## config.mk

```make
export PLATFORM = sky130hd
export DESIGN_NAME = nandIfModeSwitch
export DESIGN_NICKNAME = d
export VERILOG_FILES = /design/src/rtl/nandIfSwitchPkg.sv /design/src/rtl/ifSwitchCtrl.sv /design/src/rtl/ifSwitchDatapath.sv /design/src/rtl/nandIfModeSwitch.sv
export SDC_FILE = /design/constraint.sdc
export NUM_CORES = 1
export LEC_CHECK = 0
export ABC_AREA = 0
export BUFFER_PORTS_ARGS = -buffer_cell sky130_fd_sc_hd__buf_2
export CAP_MARGIN = 5
export CORE_MARGIN = 1.5
export CORE_UTILIZATION = 60
export CTS_CLUSTER_SIZE = 10
export DETAILED_ROUTE_END_ITERATION = 16
export PLACE_DENSITY_LB_ADDON = 0.1
export SLEW_MARGIN = 15
export SYNTH_ARGS = -nofsm -noshare
export SYNTH_HDL_FRONTEND = slang
export SYNTH_SLANG_ARGS = --single-unit
```

## constraint.sdc

```tcl
create_clock -name clk -period 3.2 [get_ports clk]
set_input_delay 0.16 -clock clk [delete_from_list [all_inputs] [get_ports clk]]
set_output_delay 0.16 -clock clk [all_outputs]
set_load 0.005 [all_outputs]
```

## src/rtl/nandIfSwitchPkg.sv

```systemverilog
package nandIfSwitchPkg;

  localparam logic [7:0] OP_SET_FEATURE  = 8'hEF;
  localparam logic [7:0] MODE_CODE_ASYNC = 8'h00;
  localparam logic [7:0] MODE_CODE_SYNC  = 8'h01;

  typedef enum logic [2:0] {
    ST_IDLE,
    ST_ADDR,
    ST_PARAM0,
    ST_PARAM1,
    ST_PARAM2,
    ST_PARAM3,
    ST_WAIT
  } seqState_t;

  typedef struct packed {
    logic capAddr;
    logic capParam;
    logic startWait;
    logic tick;
    logic commit;
  } ctrlStrobe_t;

endpackage

```

## src/rtl/ifSwitchCtrl.sv

```systemverilog
module ifSwitchCtrl
  import nandIfSwitchPkg::*;
(
  input  logic        clk,
  input  logic        rstN,
  input  logic        cmdValid,
  input  logic        addrValid,
  input  logic        dataValid,
  input  logic [7:0]  busByte,
  input  logic        requestOk,
  input  logic        countDone,
  output ctrlStrobe_t strobes,
  output logic        waiting
);

  seqState_t state, stateNext;
  logic      isSetFeature;
  seqState_t abortState;

  assign isSetFeature = (busByte == OP_SET_FEATURE);
  // a command byte mid-request drops it; a fresh 0xEF restarts it
  assign abortState   = isSetFeature ? ST_ADDR : ST_IDLE;

  always_comb begin
    stateNext = state;
    strobes   = '0;
    unique case (state)
      ST_IDLE: begin
        if (cmdValid && isSetFeature) stateNext = ST_ADDR;
      end
      ST_ADDR: begin
        if (cmdValid) stateNext = abortState;
        else if (addrValid) begin
          strobes.capAddr = 1'b1;
          stateNext       = ST_PARAM0;
        end
      end
      ST_PARAM0: begin
        if (cmdValid) stateNext = abortState;
        else if (dataValid) begin
          strobes.capParam = 1'b1;
          stateNext        = ST_PARAM1;
        end
      end
      ST_PARAM1: begin
        if (cmdValid) stateNext = abortState;
        else if (dataValid) stateNext = ST_PARAM2;
      end
      ST_PARAM2: begin
        if (cmdValid) stateNext = abortState;
        else if (dataValid) stateNext = ST_PARAM3;
      end
      ST_PARAM3: begin
        if (cmdValid) stateNext = abortState;
        else if (dataValid) begin
          if (requestOk) begin
            strobes.startWait = 1'b1;
            stateNext         = ST_WAIT;
          end else begin
            stateNext = ST_IDLE;
          end
        end
      end
      ST_WAIT: begin
        strobes.tick = 1'b1;
        if (countDone) begin
          strobes.commit = 1'b1;
          stateNext      = ST_IDLE;
        end
      end
      default: stateNext = ST_IDLE;
    endcase
  end

  always_ff @(posedge clk) begin
    if (!rstN) state <= ST_IDLE;
    else       state <= stateNext;
  end

  assign waiting = (state == ST_WAIT);

endmodule

```

## src/rtl/ifSwitchDatapath.sv

```systemverilog
module ifSwitchDatapath
  import nandIfSwitchPkg::*;
#(
  parameter logic [7:0] FEATURE_SEL   = 8'h01,
  parameter int         CHANGE_CYCLES = 16
) (
  input  logic        clk,
  input  logic        rstN,
  input  logic [7:0]  busByte,
  input  ctrlStrobe_t strobes,
  input  logic        waiting,
  output logic        requestOk,
  output logic        countDone,
  output logic        modeSync,
  output logic        switching,
  output logic        modePulse
);

  localparam int CNT_W = (CHANGE_CYCLES > 1) ? $clog2(CHANGE_CYCLES) : 1;
  localparam logic [CNT_W-1:0] CNT_LOAD = CNT_W'(CHANGE_CYCLES - 1);

  logic [7:0]       featAddr;
  logic [7:0]       paramByte;
  logic             targetSync;
  logic             modeReg;
  logic             pulseReg;
  logic [CNT_W-1:0] count;
  logic             paramValid;

  assign paramValid = (paramByte == MODE_CODE_ASYNC) || (paramByte == MODE_CODE_SYNC);
  assign requestOk  = (featAddr == FEATURE_SEL) && paramValid;
  assign countDone  = (count == '0);

  always_ff @(posedge clk) begin
    if (!rstN) begin
      featAddr  <= '0;
      paramByte <= '0;
    end else begin
      if (strobes.capAddr)  featAddr  <= busByte;
      if (strobes.capParam) paramByte <= busByte;
    end
  end

  always_ff @(posedge clk) begin
    if (!rstN) begin
      count      <= '0;
      targetSync <= 1'b0;
    end else if (strobes.startWait) begin
      count      <= CNT_LOAD;
      targetSync <= (paramByte == MODE_CODE_SYNC);
    end else if (strobes.tick && !countDone) begin
      count <= count - 1'b1;
    end
  end

  always_ff @(posedge clk) begin
    if (!rstN) begin
      modeReg  <= 1'b0;
      pulseReg <= 1'b0;
    end else if (strobes.commit) begin
      modeReg  <= targetSync;
      pulseReg <= (targetSync != modeReg);
    end else begin
      pulseReg <= 1'b0;
    end
  end

  assign modeSync  = modeReg;
  assign modePulse = pulseReg;
  assign switching = waiting && (targetSync != modeReg);

endmodule

```

## src/rtl/nandIfModeSwitch.sv

```systemverilog
module nandIfModeSwitch
  import nandIfSwitchPkg::*;
#(
  parameter logic [7:0] FEATURE_SEL   = 8'h01,
  parameter int         CHANGE_CYCLES = 16
) (
  input  logic       clk,
  input  logic       rstN,
  input  logic       cmdValid,
  input  logic       addrValid,
  input  logic       dataValid,
  input  logic [7:0] busByte,
  output logic       modeSync,
  output logic       ready,
  output logic       switching,
  output logic       modeChangePulse
);

  ctrlStrobe_t strobes;
  logic        waiting;
  logic        requestOk;
  logic        countDone;

  ifSwitchCtrl i_ctrl (
    .clk       (clk),
    .rstN      (rstN),
    .cmdValid  (cmdValid),
    .addrValid (addrValid),
    .dataValid (dataValid),
    .busByte   (busByte),
    .requestOk (requestOk),
    .countDone (countDone),
    .strobes   (strobes),
    .waiting   (waiting)
  );

  ifSwitchDatapath #(
    .FEATURE_SEL   (FEATURE_SEL),
    .CHANGE_CYCLES (CHANGE_CYCLES)
  ) i_datapath (
    .clk       (clk),
    .rstN      (rstN),
    .busByte   (busByte),
    .strobes   (strobes),
    .waiting   (waiting),
    .requestOk (requestOk),
    .countDone (countDone),
    .modeSync  (modeSync),
    .switching (switching),
    .modePulse (modeChangePulse)
  );

  assign ready = !waiting;

endmodule

```

; ---- Word-level counts from Yosys, hierarchy flattened
; Cells that the tools add are included.
[totals]
input_bits = 13
register_bits = 26
[op_classes]
n_reduce_logical = 13
mux = 29
addsub = 1
n_eq_ne = 17
[ops]
columns = cell, n
row1 = 3-bit two-way mux, 13
row2 = 3-bit case mux with 7 select lines, 1
row3 = 8-bit by 1-bit equality test with 1-bit output (second input constant), 2
row4 = 3-bit != test (second input constant), 5
row5 = 1-bit two-way mux, 12
row6 = 3-bit equality test (second input constant), 3
row7 = 8-bit equality test (second input constant), 1
row8 = 8-bit logical NOT, 1
row9 = 4-bit two-way mux, 2
row10 = 7-bit AND reduction, 1
row11 = 3-bit by 2-bit equality test with 1-bit output (second input constant), 2
row12 = 1-bit logical AND, 4
row13 = 4-bit logical NOT, 1
row14 = 4-bit by 1-bit subtractor with 4-bit output (second input constant), 1
row15 = 3-bit by 1-bit equality test with 1-bit output (second input constant), 1
row16 = 3-bit logical NOT, 1
row17 = 1-bit logical NOT, 2
row18 = 2-bit two-way mux, 1
row19 = 2-bit by 1-bit != test with 1-bit output (second input constant), 1
row20 = 2-bit != test (second input constant), 1
row21 = 2-bit AND reduction, 1
row22 = 2-bit nonzero test, 1
row23 = 1-bit logical OR, 1
row24 = 1-bit != test, 1

; ---- Longest topological paths before layout
[logic_depth]
word_depth = 8
mapped_depth = 7
ltp_nobuf = 7

; ---- Cells and area by module
; From an unflattened synthesis, not the netlist that was laid out.
[hier_totals]
hier_cells = 137
area_unflattened_um2 = 1347.5
[modules_own_cells]
columns = module, cells_per_inst, area_each_um2, n_inst
row1 = ifSwitchDatapath, 91, 977.2, 1
row2 = ifSwitchCtrl, 45, 366.6, 1
row3 = nandIfModeSwitch, 1, 3.8, 1

; ---- Least setup slack after synthesis
; Ideal clock, no wire load.
[synth_timing]
kind = flip-flop to flip-flop
from = reg i_datapath.count[0]
to = reg i_ctrl.state[2]
stages_incl_launch_ff = 7
synth_period_minus_slack_ns = 1.444
slack_ns = 1.756
setup_time_ns = 0.115
arrival_time_ns = 1.329
n_path_buf = 0
cell_sequence = dfxtp_1 > inv_1 > ha_1 > nor3b_1 > o22ai_2 > o2bb2ai_1 > and2_1
[synth_via]
elab_chain_cells = 3
[synth_rtl]
columns = element, line
row1 = start: declaration, ifSwitchDatapath.sv:27  ; logic [CNT_W-1:0] count;
row2 = start signal: assignment, ifSwitchDatapath.sv:52  ; count <= count - 1'b1;
row3 = 4-bit logical NOT, ifSwitchDatapath.sv:32  ; assign countDone = (count == '0);
row4 = 2-bit != test (no source line), -
row5 = 7-bit AND reduction (no source line), -
row6 = end signal: assignment, ifSwitchCtrl.sv:77  ; else state <= stateNext;
row7 = end: declaration, ifSwitchCtrl.sv:16  ; seqState_t state, stateNext;
; Every way passes these cells.
; A chain may end at the register's enable or synchronous reset.

; ---- Worst setup path after layout
[layout_timing]
from = reg i_ctrl.state[1]
to = reg i_datapath.paramByte[5]
[layout_via]
elab_chain_cells = 2
[layout_rtl]
columns = element, line
row1 = 3-bit by 2-bit equality test with 1-bit output, ifSwitchCtrl.sv:27  ; unique case (state)
row2 = 1-bit two-way mux, ifSwitchCtrl.sv:27
row3 = end signal: assignment, ifSwitchDatapath.sv:40  ; if (strobes.capParam) paramByte <= busByte;
row4 = end: declaration, ifSwitchDatapath.sv:23  ; logic [7:0] paramByte;
; Every way passes these cells.

==> results.md <==
- Number of hold buffers added after cts: 0
- Max-capacitance violation count: 0
- Final routed wire length divided by cell count: 13.8 um
- Cell-by-cell listing of the critical path: nand4b_1 > mux2i_1 > nor2b_1
- Status: finished clean
- Max H-tree Level: 1
- Starting density of the core: 65.3%
- Beginning of the worst register-to-register path: i_ctrl.state[1]
- Setup slack of the most critical reg-to-reg path: 1470 ps
- Final Wtd Congestion: 0.814
- Count of state elements after synthesis: 26
- Smallest hold slack: 115 ps
- Wire length of the first global-routing pass: 4.19 mm
- Slowest cell on crit path: sky130_fd_sc_hd__dfxtp_1
- Clock transition at path regs: 150 ps
- Die height: 49.7 um
- Fillers: 172
- Syn Inst Count: 133
- CP arrival: 1940 ps
- Total setup violations reported at the end of the flow: 0
- Number of nets produced by synthesis: 147
- Number of library cell types mapped by synthesis: 39
- Clock tree from TritonCTS: built
- Finished Layout Cells: 172
- Root buffer cell: sky130_fd_sc_hd__clkbuf_4
- Share of layout cells above drive strength 1: 18.6%
- Clock Sinks: 26
- Clock network latency to the later pin of the worst-skew pair: 330 ps
- EDFF count, synth: 0
- Leading register cell type out of synthesis: sky130_fd_sc_hd__dfxtp_1
- Longest Clk Path Bufs: 2
- Class of the tightest hold or removal check: primary input to register
- Worst relative slew slack: 60.6%
- Final setup skew: 12.1 ps
- Clock buffers created by TritonCTS: 3
- CP Capture Type: register
- Final cycle utilization of the critical path: 53.9%
- Source of the worst hold timing path: busByte[2]
- Area of the core region: 2000 sq um
- Via count: 966
- Number of global-route vias before repair: 964
- Endpoints failing hold: 0
- Post-Syn Area per Cell: 9.83 sq um
- Layout Nets: 160
- Type of the worst setup path: register to register
- Number of ports placed on the die boundary: 17
- Static Leak: 0.000622 uW
- Worst-margin pin slew: 588 ps
- Antenna diode instance count: 0
- Delay of the slowest cell on the worst path: 650 ps
- DRC violation count after routing: 0
- Detailed-route vias per instance: 5.62
- Number of rows created at floorplan: 16
- GR Overflow Total: 0
- Iteration-0 DRC Markers: 13
- Pwr dens: 404 nW/um^2
- Upper clock frequency limit: 579 MHz
- Final TNS setup: 0 ps
- Critical Path Start: i_ctrl.state[1]
- Kind of start point of the critical path: register
- Routed WL: 2.38 mm
- Unrepaired setup endpoints after global routing: false
- Required @ worst endpoint: 3420 ps
- Maximum number of pins on one net before global-route repair: 27
- Total power of the final layout: 574 uW
- Critical path fanouts, max: 14
- Detailed-router iteration count before antenna repair: 4
- Die ar.: 2470 sq um
- Seq/Total Area, Yosys: 39.8%
- Number of setup buffers added after CTS: 0
- Width of the chip: 49.7 um
- Residual antenna-violating net count after detailed routing: 0
- Design Area, Final: 1420 sq um
- Clock period minus worst slack: 1730 ps
- Buffers on Ports: 16
- Netlist Area Pre-Place: 1310 sq um
- Fraction of registers with async set/reset: 0%
- DP Cell Count: 168
- Area after detailed placement: 1370 sq um
- Largest voltage drop on the vdd net: 259 uV
- Total Routing Usage GR: 22.3%
- CTS-repair resized insts: 0
- P&R area growth vs syn: 8.71%
- Yosys warning count: 0
- Post-DP HPWL: 1.76 mm
- Initial antenna violation count: 0
- Slew Viols, Final: 0
[registers in the layout (all words and copies together) (netlist names)]
register               count
i_ctrl.state               3
i_datapath.count           4
i_datapath.featAddr        8
i_datapath.modePulse       1
i_datapath.modeSync        1
i_datapath.paramByte       8
i_datapath.targetSync      1
[cell usage after synthesis (2+ instances only)]
cell type                    n  area (sq um)
sky130_fd_sc_hd__nand2_1     4          15.0
sky130_fd_sc_hd__o21ai_0     2          10.0
sky130_fd_sc_hd__clkbuf_1    2          7.51
sky130_fd_sc_hd__nand4b_1    3          26.3
sky130_fd_sc_hd__and3_1      2          12.5
sky130_fd_sc_hd__o2bb2ai_1   2          17.5
sky130_fd_sc_hd__a21oi_1     3          15.0
sky130_fd_sc_hd__xnor2_1     2          17.5
sky130_fd_sc_hd__nor2b_1    19           119
sky130_fd_sc_hd__nor3b_1     2          15.0
sky130_fd_sc_hd__inv_1       3          11.3
sky130_fd_sc_hd__nor2_1      6          22.5
sky130_fd_sc_hd__and2_1      2          12.5
sky130_fd_sc_hd__buf_2       3          15.0
sky130_fd_sc_hd__nor4_1      2          12.5
sky130_fd_sc_hd__xor2_1      3          26.3
sky130_fd_sc_hd__a21boi_1    4          30.0
sky130_fd_sc_hd__mux2i_1    19           190
sky130_fd_sc_hd__buf_6       2          22.5
sky130_fd_sc_hd__nor3_1      4          20.0
sky130_fd_sc_hd__dfxtp_1    26           521
[worst paths after layout]
check                                          endpoint  cells past startpoint
worst max-delay path            i_datapath.paramByte[5]                      3
worst min register to register   i_datapath.featAddr[0]                      2
worst min-delay path            i_datapath.paramByte[2]                      3
worst max register to register  i_datapath.paramByte[5]                      3
[worst max-delay path: cells and delay by family, from the launching register on]
family	cells	cell delay [ps]
flip-flops	1	650
AND/OR/NAND/NOR	2	660
multiplexers	1	330
[final cells by class]
type | instances | area [sq um] | area share, %
Tap cell | 27 | 33.8 | 2.38
Timing Repair Buffer | 16 | 80.1 | 5.63
Clock inverter | 1 | 30.0 | 2.11
Multi-Input combinational cell | 96 | 723 | 50.9
Inverter | 3 | 11.3 | 0.792
Sequential cell | 26 | 520 | 36.6
Clock buffer | 3 | 22.5 | 1.58
[power breakdown]
| group | leakage, uW | switching (uW) | internal [uW] | total, uW |
|---|---|---|---|---|
| Combinational | 0.000385 | 12.8 | 11.1 | 23.9 |
| Clock | 0.0000279 | 99.2 | 127 | 226 |
| Sequential | 0.000209 | 0.0448 | 324 | 324 |
[routing by layer]
| metal | GRT usage, % | up-vias | wire length [um] |
|---|---|---|---|
| met1 | 27.9 | 461 | 1110 |
| li1 | - | 490 | - |
| met2 | 38.0 | 13 | 1190 |
| met3 | 2.73 | 2 | 53 |
| met4 | 10.2 | 0 | 19 |
| met5 | 0 | - | 0 |
[placed cells by master (no fill, tap or decap), types with 2 or more instances in the layout]
cell / n
sky130_fd_sc_hd__a21boi_1: 4
sky130_fd_sc_hd__xnor2_1: 2
sky130_fd_sc_hd__nor2_1: 6
sky130_fd_sc_hd__nor2b_1: 19
sky130_fd_sc_hd__nor3b_1: 2
sky130_fd_sc_hd__inv_1: 3
sky130_fd_sc_hd__o21ai_0: 2
sky130_fd_sc_hd__xor2_1: 3
sky130_fd_sc_hd__o2bb2ai_1: 2
sky130_fd_sc_hd__and2_1: 2
sky130_fd_sc_hd__nor3_1: 4
sky130_fd_sc_hd__mux2i_1: 19
sky130_fd_sc_hd__a21oi_1: 3
sky130_fd_sc_hd__and3_1: 2
sky130_fd_sc_hd__buf_2: 16
sky130_fd_sc_hd__nand4b_1: 3
sky130_fd_sc_hd__dfxtp_1: 26
sky130_fd_sc_hd__nand2_1: 4
sky130_fd_sc_hd__clkbuf_4: 3
sky130_fd_sc_hd__nor4_1: 2
[stage by stage]
stage	util, %	setup WS (ps)
3_3_place_gp	68.4	1580
4_1_cts	71.0	1480
6_report	71.0	1470
3_5_place_dp	68.4	1490
5_1_grt	71.0	1300
2_1_floorplan	-	1760
[kinds of logic after synthesis]
logic type,count (synthesis),share of synthesized area [%]
buffers and inverters,11,4.88
adder cells (fa/ha/maj),1,0.957
XOR/XNOR,5,3.35
multiplexers,19,14.5
flip-flops,26,39.8
AND/OR/NAND/NOR,55,27.0
AO/OA/AOI/OAI,16,9.47
Note: power is estimated with default switching activity, not from simulation.
